==> src/rtl/mw_pkg.sv <==
package mw_pkg;
  typedef struct packed {
    logic cs;
    logic sk;
    logic dout;
    logic prot;
  } mw_pins_t;

  localparam logic [2:0] MW_READ_OP = 3'b110;
  localparam int MW_CMD_BASE = 6;

  function automatic int mw_data_base(input int frame_w);
    return MW_CMD_BASE + 2 * frame_w + 1;
  endfunction

  function automatic int mw_post_base(input int frame_w, input int data_w);
    return mw_data_base(frame_w) + 2 * data_w;
  endfunction

  function automatic int mw_last_step(input int frame_w, input int data_w);
    return mw_post_base(frame_w, data_w) + 3;
  endfunction

  function automatic int mw_step_bits(input int frame_w, input int data_w);
    return $clog2(mw_last_step(frame_w, data_w) + 1);
  endfunction
endpackage

==> src/rtl/mw_phase_timer.sv <==
module mw_phase_timer #(
  parameter int DIV_W = 8
) (
  input  logic             clk,
  input  logic             rst_n,
  input  logic             load,
  input  logic             run,
  input  logic [DIV_W-1:0] div_in,
  output logic             phase_end
);
  localparam logic [DIV_W-1:0] ONE = {{(DIV_W-1){1'b0}}, 1'b1};

  logic [DIV_W-1:0] len_q;
  logic [DIV_W-1:0] cnt_q;

  assign phase_end = run && (cnt_q == len_q - ONE);

  always_ff @(posedge clk or negedge rst_n) begin
    if (!rst_n) begin
      len_q <= ONE;
      cnt_q <= '0;
    end else if (load) begin
      len_q <= (div_in == '0) ? ONE : div_in;
      cnt_q <= '0;
    end else if (run) begin
      cnt_q <= phase_end ? '0 : cnt_q + ONE;
    end
  end
endmodule

==> src/rtl/mw_step_seq.sv <==
module mw_step_seq
  import mw_pkg::*;
#(
  parameter int FRAME_W = 11,
  parameter int DATA_W  = 16,
  parameter int STEP_W  = 7
) (
  input  logic               clk,
  input  logic               rst_n,
  input  logic               accept,
  input  logic               phase_end,
  input  logic [FRAME_W-1:0] frame_in,
  output logic               busy,
  output logic               sample_now,
  output logic               last_end,
  output mw_pins_t           pins
);
  localparam int D0    = mw_data_base(FRAME_W);
  localparam int P0    = mw_post_base(FRAME_W, DATA_W);
  localparam int LASTI = mw_last_step(FRAME_W, DATA_W);
  localparam logic [STEP_W-1:0] LAST_IDX = STEP_W'(LASTI);

  logic [STEP_W-1:0]  idx_q;
  logic [FRAME_W-1:0] frame_q;
  logic [FRAME_W-1:0] frame_sh;
  logic               busy_q;
  int                 i;
  int                 bitn;
  logic               in_cmd;
  logic               in_data;

  assign busy     = busy_q;
  assign last_end = busy_q && phase_end && (idx_q == LAST_IDX);

  always_ff @(posedge clk or negedge rst_n) begin
    if (!rst_n) begin
      busy_q  <= 1'b0;
      idx_q   <= '0;
      frame_q <= '0;
    end else if (accept) begin
      busy_q  <= 1'b1;
      idx_q   <= '0;
      frame_q <= frame_in;
    end else if (busy_q && phase_end) begin
      if (idx_q == LAST_IDX) begin
        busy_q <= 1'b0;
        idx_q  <= '0;
      end else begin
        idx_q <= idx_q + 1'b1;
      end
    end
  end

  always_comb begin
    i        = int'(idx_q);
    in_cmd   = (i >= MW_CMD_BASE) && (i < D0 - 1);
    in_data  = (i >= D0) && (i < P0);
    bitn     = (i - MW_CMD_BASE) / 2;
    frame_sh = frame_q << bitn;
    pins     = '{cs: 1'b0, sk: 1'b1, dout: 1'b0, prot: 1'b1};
    sample_now = 1'b0;
    if (busy_q) begin
      pins.cs   = (i >= 4) && (i <= P0);
      pins.prot = !((i >= 2) && (i <= P0 + 1));
      if (in_cmd) begin
        pins.sk   = ((i - MW_CMD_BASE) % 2) == 1;
        pins.dout = frame_sh[FRAME_W-1];
      end else if (in_data) begin
        pins.sk    = ((i - D0) % 2) == 1;
        sample_now = phase_end && (((i - D0) % 2) == 1);
      end else begin
        pins.sk = (i == 0) || (i == 5) || (i == D0 - 1) || (i == LASTI);
      end
    end
  end
endmodule

==> src/rtl/mw_capture.sv <==
module mw_capture #(
  parameter int DATA_W = 16
) (
  input  logic              clk,
  input  logic              rst_n,
  input  logic              clear,
  input  logic              sample,
  input  logic              din,
  output logic [DATA_W-1:0] word
);
  always_ff @(posedge clk or negedge rst_n) begin
    if (!rst_n)      word <= '0;
    else if (clear)  word <= '0;
    else if (sample) word <= {word[DATA_W-2:0], din};
  end
endmodule

==> src/rtl/mw_eeprom_reader.sv <==
module mw_eeprom_reader
  import mw_pkg::*;
#(
  parameter int ADDR_W = 8,
  parameter int DATA_W = 16,
  parameter int DIV_W  = 8
) (
  input  logic              clk,
  input  logic              rst_n,
  input  logic              start,
  input  logic [ADDR_W-1:0] word_addr,
  input  logic [DIV_W-1:0]  phase_div,
  output logic              busy,
  output logic              done,
  output logic [DATA_W-1:0] rdata,
  output logic              ee_cs,
  output logic              ee_sk,
  output logic              ee_do,
  output logic              ee_prot,
  input  logic              ee_di
);
  localparam int FRAME_W = 3 + ADDR_W;
  localparam int STEP_W  = mw_step_bits(FRAME_W, DATA_W);

  logic     accept;
  logic     phase_end;
  logic     sample_now;
  logic     last_end;
  mw_pins_t pins;

  assign accept = start && !busy;

  mw_phase_timer #(.DIV_W(DIV_W)) u_timer (
    .clk(clk), .rst_n(rst_n), .load(accept), .run(busy),
    .div_in(phase_div), .phase_end(phase_end)
  );

  mw_step_seq #(.FRAME_W(FRAME_W), .DATA_W(DATA_W), .STEP_W(STEP_W)) u_seq (
    .clk(clk), .rst_n(rst_n), .accept(accept), .phase_end(phase_end),
    .frame_in({MW_READ_OP, word_addr}), .busy(busy),
    .sample_now(sample_now), .last_end(last_end), .pins(pins)
  );

  mw_capture #(.DATA_W(DATA_W)) u_cap (
    .clk(clk), .rst_n(rst_n), .clear(accept), .sample(sample_now),
    .din(ee_di), .word(rdata)
  );

  assign done    = last_end;
  assign ee_cs   = pins.cs;
  assign ee_sk   = pins.sk;
  assign ee_do   = pins.dout;
  assign ee_prot = pins.prot;
endmodule

==> config.mk <==
export PLATFORM = sky130hd
export DESIGN_NAME = mw_eeprom_reader
export DESIGN_NICKNAME = d
export VERILOG_FILES = /design/src/rtl/mw_pkg.sv /design/src/rtl/mw_phase_timer.sv /design/src/rtl/mw_step_seq.sv /design/src/rtl/mw_capture.sv /design/src/rtl/mw_eeprom_reader.sv
export SDC_FILE = /design/constraint.sdc
export NUM_CORES = 1
export LEC_CHECK = 0
export BUFFER_PORTS_ARGS = -buffer_cell sky130_fd_sc_hd__buf_2
export CORE_ASPECT_RATIO = 0.9
export CORE_UTILIZATION = 55
export CTS_BUF_LIST = sky130_fd_sc_hd__clkbuf_16
export DETAILED_ROUTE_END_ITERATION = 12
export MAX_ROUTING_LAYER = met4
export PLACE_DENSITY = 0.77
export RECOVER_POWER = 100
export SKIP_LAST_GASP = 1
export SYNTH_ARGS = -nofsm -noshare
export SYNTH_HDL_FRONTEND = slang
export SYNTH_SLANG_ARGS = --single-unit
==> constraint.sdc <==
create_clock -name clk -period 7.5 [get_ports clk]
set_input_delay 1.5 -clock clk [delete_from_list [all_inputs] [get_ports clk]]
set_output_delay 1.5 -clock clk [all_outputs]
set_load 0.005 [all_outputs]
==> impl_metrics.tcl, run 1 <==
set metrics [dict create \
    mostFrequentLayoutCells "77 x sky130_fd_sc_hd__nand2_1, 48 x sky130_fd_sc_hd__dfrtp_1, 31 x sky130_fd_sc_hd__nor2_1" \
    clock_sink_count 49 \
    final_common_cell "sky130_fd_sc_hd__nand2_1" \
    resize_count_post_cts 0 \
    synthesis_to_finish_area_growth_pct 10.2 \
    tritoncts.num_buffers 5 \
    synth_adder_area_share_pct 7.26 \
    global_route.overflow_total 0 \
    post_synth_edffs 0 \
    failing_checks "capacitance limit, slew limit" \
    synth_top_flop_cell "sky130_fd_sc_hd__dfrtp_1" \
    outcome "finished with violations" \
    synthDominantCellAreaShare_pct 36.7 \
    maximum_number_of_pins_on_one_net_before_global_route_repair 50 \
    tritoncts "built" \
    routabilityCongestion 0.962 \
    dr_total_vias 2829 \
    worstHoldPathType "flip-flop to flip-flop" \
    cts_setup_buffers 0 \
    io_pins 42 \
    worstSetupEndpointType "primary output" \
    synth_sequential_area_ratio_pct 37.5 \
    ctsRootBufferMaster "sky130_fd_sc_hd__clkbuf_16" \
    post_drt_via_cell_ratio 5.92 \
    leakagePower_nw 1.65 \
    dieWidth_um 83.3 \
    syn-num-nets 415 \
    worstPathRequired_ns 6.00 \
    synth.yosys.warnings 0 \
    critPathSlowestCell "sky130_fd_sc_hd__or4b_2" \
    mux_contribution_to_synthesized_area_pct 8.33 \
    dr.pass1.iters 4 \
    synth_seq_cells 49 \
    setup_tns_final_ns 0 \
    power_per_cell_area_nw_per_um2 265 \
    groute.usage.overall_pct 25.8 \
    critical_path_peak_fanout 14 \
    critical_path.cell_chain "ha_1 -> or2_2 -> nor2_1 -> ha_1 -> ha_1 -> nand2_1 -> ha_1 -> or4b_2 -> nor3_1 -> nand3_1 -> a311oi_1 -> clkbuf_1" \
    nNetsFinal 446 \
    start_kind "flip-flop" \
    buffer_ports.inserted 41 \
    vdd_ir_drop_max_mv 0.133 \
    critical-path-top-cell-by-count "sky130_fd_sc_hd__ha_1" \
    post_drt_wl_per_cell_um 15.3 \
    drcViolationCount 0 \
    synth_top_family_by_area "simple AND/OR/NAND/NOR gates" \
    dr.first_iter.drc_count 216 \
    synthesis.area_per_instance_um2 8.71 \
    hpwlAfterDp_um 5180 \
    clkSlewWorstSetupHoldPaths_ns 0.07 \
    hold_viol_final 0 \
    fp-row-count 26 \
    synth_xor_xnor_area_share_pct 5.08 \
    worst-endpoint-arrival_ns 4.01 \
    grt_pass1_vias 2583 \
    clock_latency_ns 0.28 \
    max_slew_vio_count 79 \
    synthesis.area_um2 3270 \
    postRouteWirelength_um 7330 \
    worstMarginPinSlew_ns 2.54 \
    detail-route-antenna-nets 0 \
    syn-instance-count 376 \
    layout_cells_sized_above_1_pct 13.0 \
    synth_compound_gate_area_share_pct 12.4 \
    antenna-diode-count 0 \
    timing.final.setup_violations 0 \
    clock_path_buffers 2 \
    cp_peak_stage_delay_ns 0.58 \
    clock_skew_ns 0.00303 \
    synth-simple-area-share_pct 24.8 \
    netlist.top_cell.by_area "sky130_fd_sc_hd__dfrtp_1" \
    p_total_mw 0.957 \
    worst_slew_margin_rel_pct -69.4 \
    timing.max_cap.violations 2 \
    rsz0062_at_grt "no" \
    wire_length_of_the_first_global_routing_pass_um 12500 \
    core_um2 5690 \
    initial_utilization_pct 57.5 \
    fmax_mhz 181 \
    count_of_h_tree_levels_built_during_cts 2 \
    criticalPathCategory "flip-flop to primary output" \
    ys_async_sr_fraction_pct 100 \
    fp.dieH_um 75.2 \
    timing.final.crit_share_pct 73.5 \
    post_cts_hold_buffer_count 0 \
    area_of_the_die_um2 6260 \
    post_synth_cell_types 60 \
    ys_top_cells_by_area "sky130_fd_sc_hd__dfrtp_1 37%, sky130_fd_sc_hd__nand2_1 8.8%, sky130_fd_sc_hd__ha_1 7.3%" \
    layout_min_cycle_time_ns 5.51 \
    grt_antenna_before_repair 0 \
]
[final timing paths]
| kind | to | from | cells after the start | slack, ns |
|---|---|---|---|---|
| hold reg to reg | u_seq.frame_q[9] | u_seq.frame_q[9] | 2 | 0.45 |
| setup reg to reg | u_cap.word[2] | u_timer.len_q[0] | 9 | 3.44 |
| min in group asynchronous | u_seq.busy | rst_n | 1 | 2.00 |
| max in group asynchronous | u_seq.frame_q[7] | rst_n | 1 | 4.06 |
| hold / removal | u_seq.frame_q[9] | u_seq.frame_q[9] | 2 | 0.45 |
| setup / recovery | ee_do | u_seq.idx_q[2] | 12 | 1.99 |
[metrics by stage]
step / utilization [%] / setup WS [ns] / cell area (µm²) / hold slack (ns) / instances
final: 63.4 / 1.99 / 3610 / 0.451 / 478
after global routing: 63.4 / 1.67 / 3610 / 0.483 / 478
after CTS: 64.1 / 2.04 / 3650 / 0.466 / 478
after detailed placement: 61.5 / 2.35 / 3500 / 0.451 / 470
after global placement: 61.5 / 2.45 / 3500 / 0.422 / 470
after floorplan: - / 2.66 / 3270 / 0.411 / 376
[report_power, final]
group          total (mW)  switching (mW)  leakage (nW)  internal (mW)
Sequential          0.387          0.0726         0.611          0.314
Combinational       0.349           0.187         0.971          0.162
Clock               0.222          0.0990        0.0712          0.123
[flip-flops by register name (all words and copies together), names as in the netlist]
register and count:
u_seq.idx_q 7, u_cap.word 16, u_seq.busy 1, u_timer.len_q 8
u_seq.frame_q 9, u_timer.cnt_q 8
[metal layers]
metal | track usage (%) | wire length (µm) | vias to the layer above
met5 | - | 0 | -
met4 | 6.13 | 72 | 0
met3 | 3.84 | 399 | 11
met2 | 39.9 | 3190 | 88
met1 | 36.2 | 3660 | 1356
li1 | - | - | 1374
[cells in the mapped netlist, types with 3 or more instances]
cell	n
sky130_fd_sc_hd__nor2_1	31
sky130_fd_sc_hd__mux2_2	8
sky130_fd_sc_hd__inv_1	19
sky130_fd_sc_hd__o21ai_0	7
sky130_fd_sc_hd__nor4_1	3
sky130_fd_sc_hd__nand3_1	15
sky130_fd_sc_hd__nor3_1	11
sky130_fd_sc_hd__nand4_1	4
sky130_fd_sc_hd__or3_1	4
sky130_fd_sc_hd__xor2_1	11
sky130_fd_sc_hd__clkbuf_1	15
sky130_fd_sc_hd__xnor2_1	8
sky130_fd_sc_hd__a21oi_1	14
sky130_fd_sc_hd__a31oi_1	3
sky130_fd_sc_hd__o2111ai_1	5
sky130_fd_sc_hd__o31ai_1	3
sky130_fd_sc_hd__nand2_1	77
sky130_fd_sc_hd__nand2b_1	6
sky130_fd_sc_hd__mux2i_1	13
sky130_fd_sc_hd__dfrtp_1	48
sky130_fd_sc_hd__o211ai_1	3
sky130_fd_sc_hd__ha_1	19
sky130_fd_sc_hd__a32o_1	3
[worst max-delay path: cells and delay by family (launching register included)]
| family | cells | cell delay, ns |
|---|---|---|
| compound gates | 1 | 0.22 |
| fa+ha+maj | 4 | 1.36 |
| buf+inv | 1 | 0.14 |
| flops | 1 | 0.50 |
| simple gates | 6 | 1.50 |
[area by class of cell]
type                            count  area, µm²
Tap cell                           70       87.6
Multi-Input combinational cell    289       1880
Inverter                           19       71.3
Clock buffer                        5        125
Clock inverter                      3       20.0
Fill cell                         482       2090
Timing Repair Buffer               43        199
Sequential cell                    49       1230
[logic make-up after synthesis]
| family | Yosys count |
|---|---|
| AOI/OAI and AO/OA | 56 |
| xor gates and xnor gates | 19 |
| adders and majority gates | 19 |
| buffers and inverters | 38 |
| DFF | 49 |
| muxes | 24 |
| and+or+nand+nor | 171 |
Note: power is estimated with default switching activity, not from simulation.
==> inputs of run 2 (changes only) <==
- ABC_AREA: not set -> 1
- CORE_UTILIZATION: 55 -> 53
- PLACE_DENSITY: 0.77 -> 0.78
- clock period: 7.5 -> 4.9 ns (I/O delays scaled with it)
==> run 2 against run 1 <==
Effect of this change:
- the run still ends with capacitance limit, slew limit left
- count of clock-buffer cells in the layout stayed put
- core utilization is 2.1 points lower
- sequential power is 49% higher
- area after synthesis is 6.3% higher
- worst hold slack better by 0.0015 ns
- combinational power is 150% higher
- routed wire length is 4.4% higher
- design area is 5.5% higher
- die area is 10% higher
- clock skew is 0.0027 ns higher
- critical path depth is 9 higher
- critical path type unchanged
==> impl_metrics.tcl, run 2 <==
set metrics [dict create \
    mostFrequentLayoutCells "185 x sky130_fd_sc_hd__nand2_1, 62 x sky130_fd_sc_hd__inv_1, 48 x sky130_fd_sc_hd__dfrtp_1" \
    synth_seq_cells 49 \
    area_of_the_die_um2 6900 \
    critPathSlowestCell "sky130_fd_sc_hd__dfrtp_1" \
    global_route.overflow_total 0 \
    count_of_h_tree_levels_built_during_cts 2 \
    hold_viol_final 0 \
    io_pins 42 \
    largest-register "u_cap.word" \
    outcome "finished with violations" \
    timing.hold.worst_path_depth 2 \
    rsz0062_at_grt "no" \
    dr_total_vias 3214 \
    worstHoldPathType "flip-flop to flip-flop" \
    synthDominantCellAreaShare_pct 34.5 \
    maximum_number_of_pins_on_one_net_before_global_route_repair 50 \
    dr.pass1.iters 5 \
    layout_cells_sized_above_1_pct 10.3 \
    groute.usage.overall_pct 24.3 \
    power_per_cell_area_nw_per_um2 471 \
    ctsRootBufferMaster "sky130_fd_sc_hd__clkbuf_16" \
    buffer_ports.inserted 41 \
    core_um2 6220 \
    critical_path.top_delay_family "simple AND/OR/NAND/NOR gates" \
    worstMarginPinSlew_ns 2.57 \
    ys_top_cells_by_area "sky130_fd_sc_hd__dfrtp_1 35%, sky130_fd_sc_hd__nand2_1 20%, sky130_fd_sc_hd__ha_1 6.8%" \
    routabilityCongestion 0.963 \
    mux_contribution_to_synthesized_area_pct 0 \
    reg.largest.list "u_cap.word x16, u_seq.frame_q x9" \
    worstSetupEndpointType "primary output" \
    fmax_mhz 228 \
    timing.final.setup_violations 0 \
    drcViolationCount 0 \
    critical_path_peak_fanout 5 \
    register_to_register_path_depth 8 \
    sequential_standard_cell_area_um2 1230 \
    tritoncts "built" \
    start_kind "flip-flop" \
    synth_top_flop_cell "sky130_fd_sc_hd__dfrtp_1" \
    tritoncts.num_buffers 5 \
    syn-num-nets 549 \
    dr.first_iter.drc_count 120 \
    synth_compound_gate_area_share_pct 5.03 \
    clock_latency_ns 0.29 \
    post_drt_wl_per_cell_um 12.1 \
    worst-endpoint-arrival_ns 3.41 \
    clock_sink_count 49 \
    critical_path.cell_chain "nor2_1 -> nand2_1 -> nor2_1 -> nand2_1 -> nor2_1 -> ha_1 -> nand3_1 -> inv_1 -> nand2_1 -> nor3_4 -> nand2_1 -> ha_1 -> nand2_1 -> nor2_1 -> nand4_1 -> nor2_1 -> nand3_1 -> nor2_1 -> nand2_1 -> nor2_1 -> clkbuf_2" \
    clock_path_buffers 2 \
    fp.dieH_um 78.9 \
    timing.critical_path.depth 21 \
    nNetsFinal 583 \
    grt_pass1_vias 2927 \
    synthesis.area_per_instance_um2 6.83 \
    setup_tns_final_ns 0 \
    post-place-cells 624 \
    grt_antenna_before_repair 0 \
    critical-path-top-cell-by-count "sky130_fd_sc_hd__nor2_1" \
    final_common_cell "sky130_fd_sc_hd__nand2_1" \
    max_slew_vio_count 50 \
    multi_input_area_um2 1860 \
    worstPathRequired_ns 3.92 \
    failing_checks "capacitance limit, slew limit" \
    synth_xor_xnor_area_share_pct 3.02 \
    synthesis_to_finish_area_growth_pct 9.38 \
    yosys-top-cells-count "183 x sky130_fd_sc_hd__nand2_1, 61 x sky130_fd_sc_hd__inv_1, 48 x sky130_fd_sc_hd__dfrtp_1" \
    fp-row-count 27 \
    post-synth-top-count-cell "sky130_fd_sc_hd__nand2_1" \
    layout.filler_cells 611 \
    initial_utilization_pct 56.0 \
    synth_adder_area_share_pct 6.83 \
    synth-simple-area-share_pct 39.5 \
    ys_async_sr_fraction_pct 100 \
    hpwlAfterDp_um 5560 \
    detail-route-antenna-nets 0 \
    dieWidth_um 87.4 \
    clkSlewWorstSetupHoldPaths_ns 0.07 \
    antenna-diode-count 0 \
    synth_sequential_area_ratio_pct 35.3 \
    layout_min_cycle_time_ns 4.39 \
    leakagePower_nw 2.06 \
    cts_setup_buffers 0 \
    synth.yosys.warnings 0 \
    cp_peak_stage_delay_ns 0.43 \
    clock_skew_ns 0.00573 \
    cp_num_buf_inv 2 \
    largest_register_ffs 16 \
    vdd_ir_drop_max_mv 0.189 \
    fin_util_pct 61.3 \
    criticalPathCategory "flip-flop to primary output" \
    timing.final.crit_share_pct 89.7 \
    worst_slew_margin_rel_pct -71.0 \
    synth_top_family_by_area "simple AND/OR/NAND/NOR gates" \
    post_synth_edffs 0 \
    synthesis.area_um2 3480 \
    post_drt_via_cell_ratio 5.09 \
    post_cts_hold_buffer_count 0 \
    netlist.top_cell.by_area "sky130_fd_sc_hd__dfrtp_1" \
    syn-instance-count 510 \
    post_synth_cell_types 32 \
    holdWs_ns 0.453 \
    postRouteWirelength_um 7650 \
    timing.max_cap.violations 1 \
    instances_no_fill 632 \
    wire_length_of_the_first_global_routing_pass_um 12900 \
]
## run 2: changes by cell type after synthesis, moves of 7 or more
cell / change
sky130_fd_sc_hd__a21oi_1: -8
sky130_fd_sc_hd__clkbuf_1: -11
sky130_fd_sc_hd__inv_1: +42
sky130_fd_sc_hd__mux2_2: -8
sky130_fd_sc_hd__mux2i_1: -13
sky130_fd_sc_hd__nand2_1: +106
sky130_fd_sc_hd__nand3_1: +28
sky130_fd_sc_hd__nand4_1: +17
sky130_fd_sc_hd__nor2_1: +9
sky130_fd_sc_hd__o21ai_0: +10
sky130_fd_sc_hd__o21ai_1: +7
## run 2: layout make-up
| type | instances | area share (%) |
|---|---|---|
| inverter | 67 | 6.61 |
| tap | 87 | 2.86 |
| clock inverter | 3 | 0.690 |
| timing repair buffer | 43 | 5.42 |
| clock buffer | 5 | 3.29 |
| multi-input combinational | 378 | 48.9 |
| sequential | 49 | 32.2 |
## run 2: kinds of logic after synthesis
logic type / after synthesis
DFF: 49
xor gates and xnor gates: 12
AOI/OAI and AO/OA: 33
and+or+nand+nor: 314
adders and majority gates: 19
buffers and inverters: 83
## run 2: tightest hold or removal path, delay by kind of cell (launching register included)
family | cells | cell delay, ns
and+or+nand+nor | 1 | 0.06
DFF | 1 | 0.32
buffers and inverters | 1 | 0.04
## run 2: stage by stage
stage                     instance area, µm²  power, mW  worst slack [ns]
after floorplan                         3480       1.26              1.31
after global placement                  3700       1.43              1.03
after detailed placement                3700       1.44             0.817
after CTS                               3850       1.80             0.511
after global routing                    3810       1.98            0.0267
final                                   3810       1.79             0.506
## run 2: routing by layer
metal | part of all wire [%] | up-vias | track usage (%)
li1 | - | 1682 | -
met1 | 50 | 1435 | 31.3
met2 | 44 | 85 | 40.2
met3 | 4.8 | 12 | 4.05
met4 | 1.4 | 0 | 5.57
met5 | 0 | - | -
## run 2: final timing paths
kind                                  start                to  slack, ns
min                        u_seq.frame_q[9]  u_seq.frame_q[9]       0.45
max in group asynchronous             rst_n    u_seq.idx_q[3]       1.96
max reg2reg                u_timer.len_q[0]    u_cap.word[15]       1.31
max                          u_seq.idx_q[5]             ee_do       0.51
min in group asynchronous             rst_n  u_timer.len_q[6]       1.49
min reg2reg                u_seq.frame_q[9]  u_seq.frame_q[9]       0.45
## run 2: where the power goes
group	internal, mW	total [mW]	leakage (nW)	switching (mW)
Combinational	0.324	0.870	1.38	0.546
Sequential	0.478	0.577	0.607	0.0990
Clock	0.193	0.347	0.0680	0.155
Total	0.995	1.79	2.06	0.799
## run 2: what timing repair did
action	CTS	global route
endpoints found under the hold margin	0	0
endpoints found under the setup margin	0	1
resized for setup	0	1
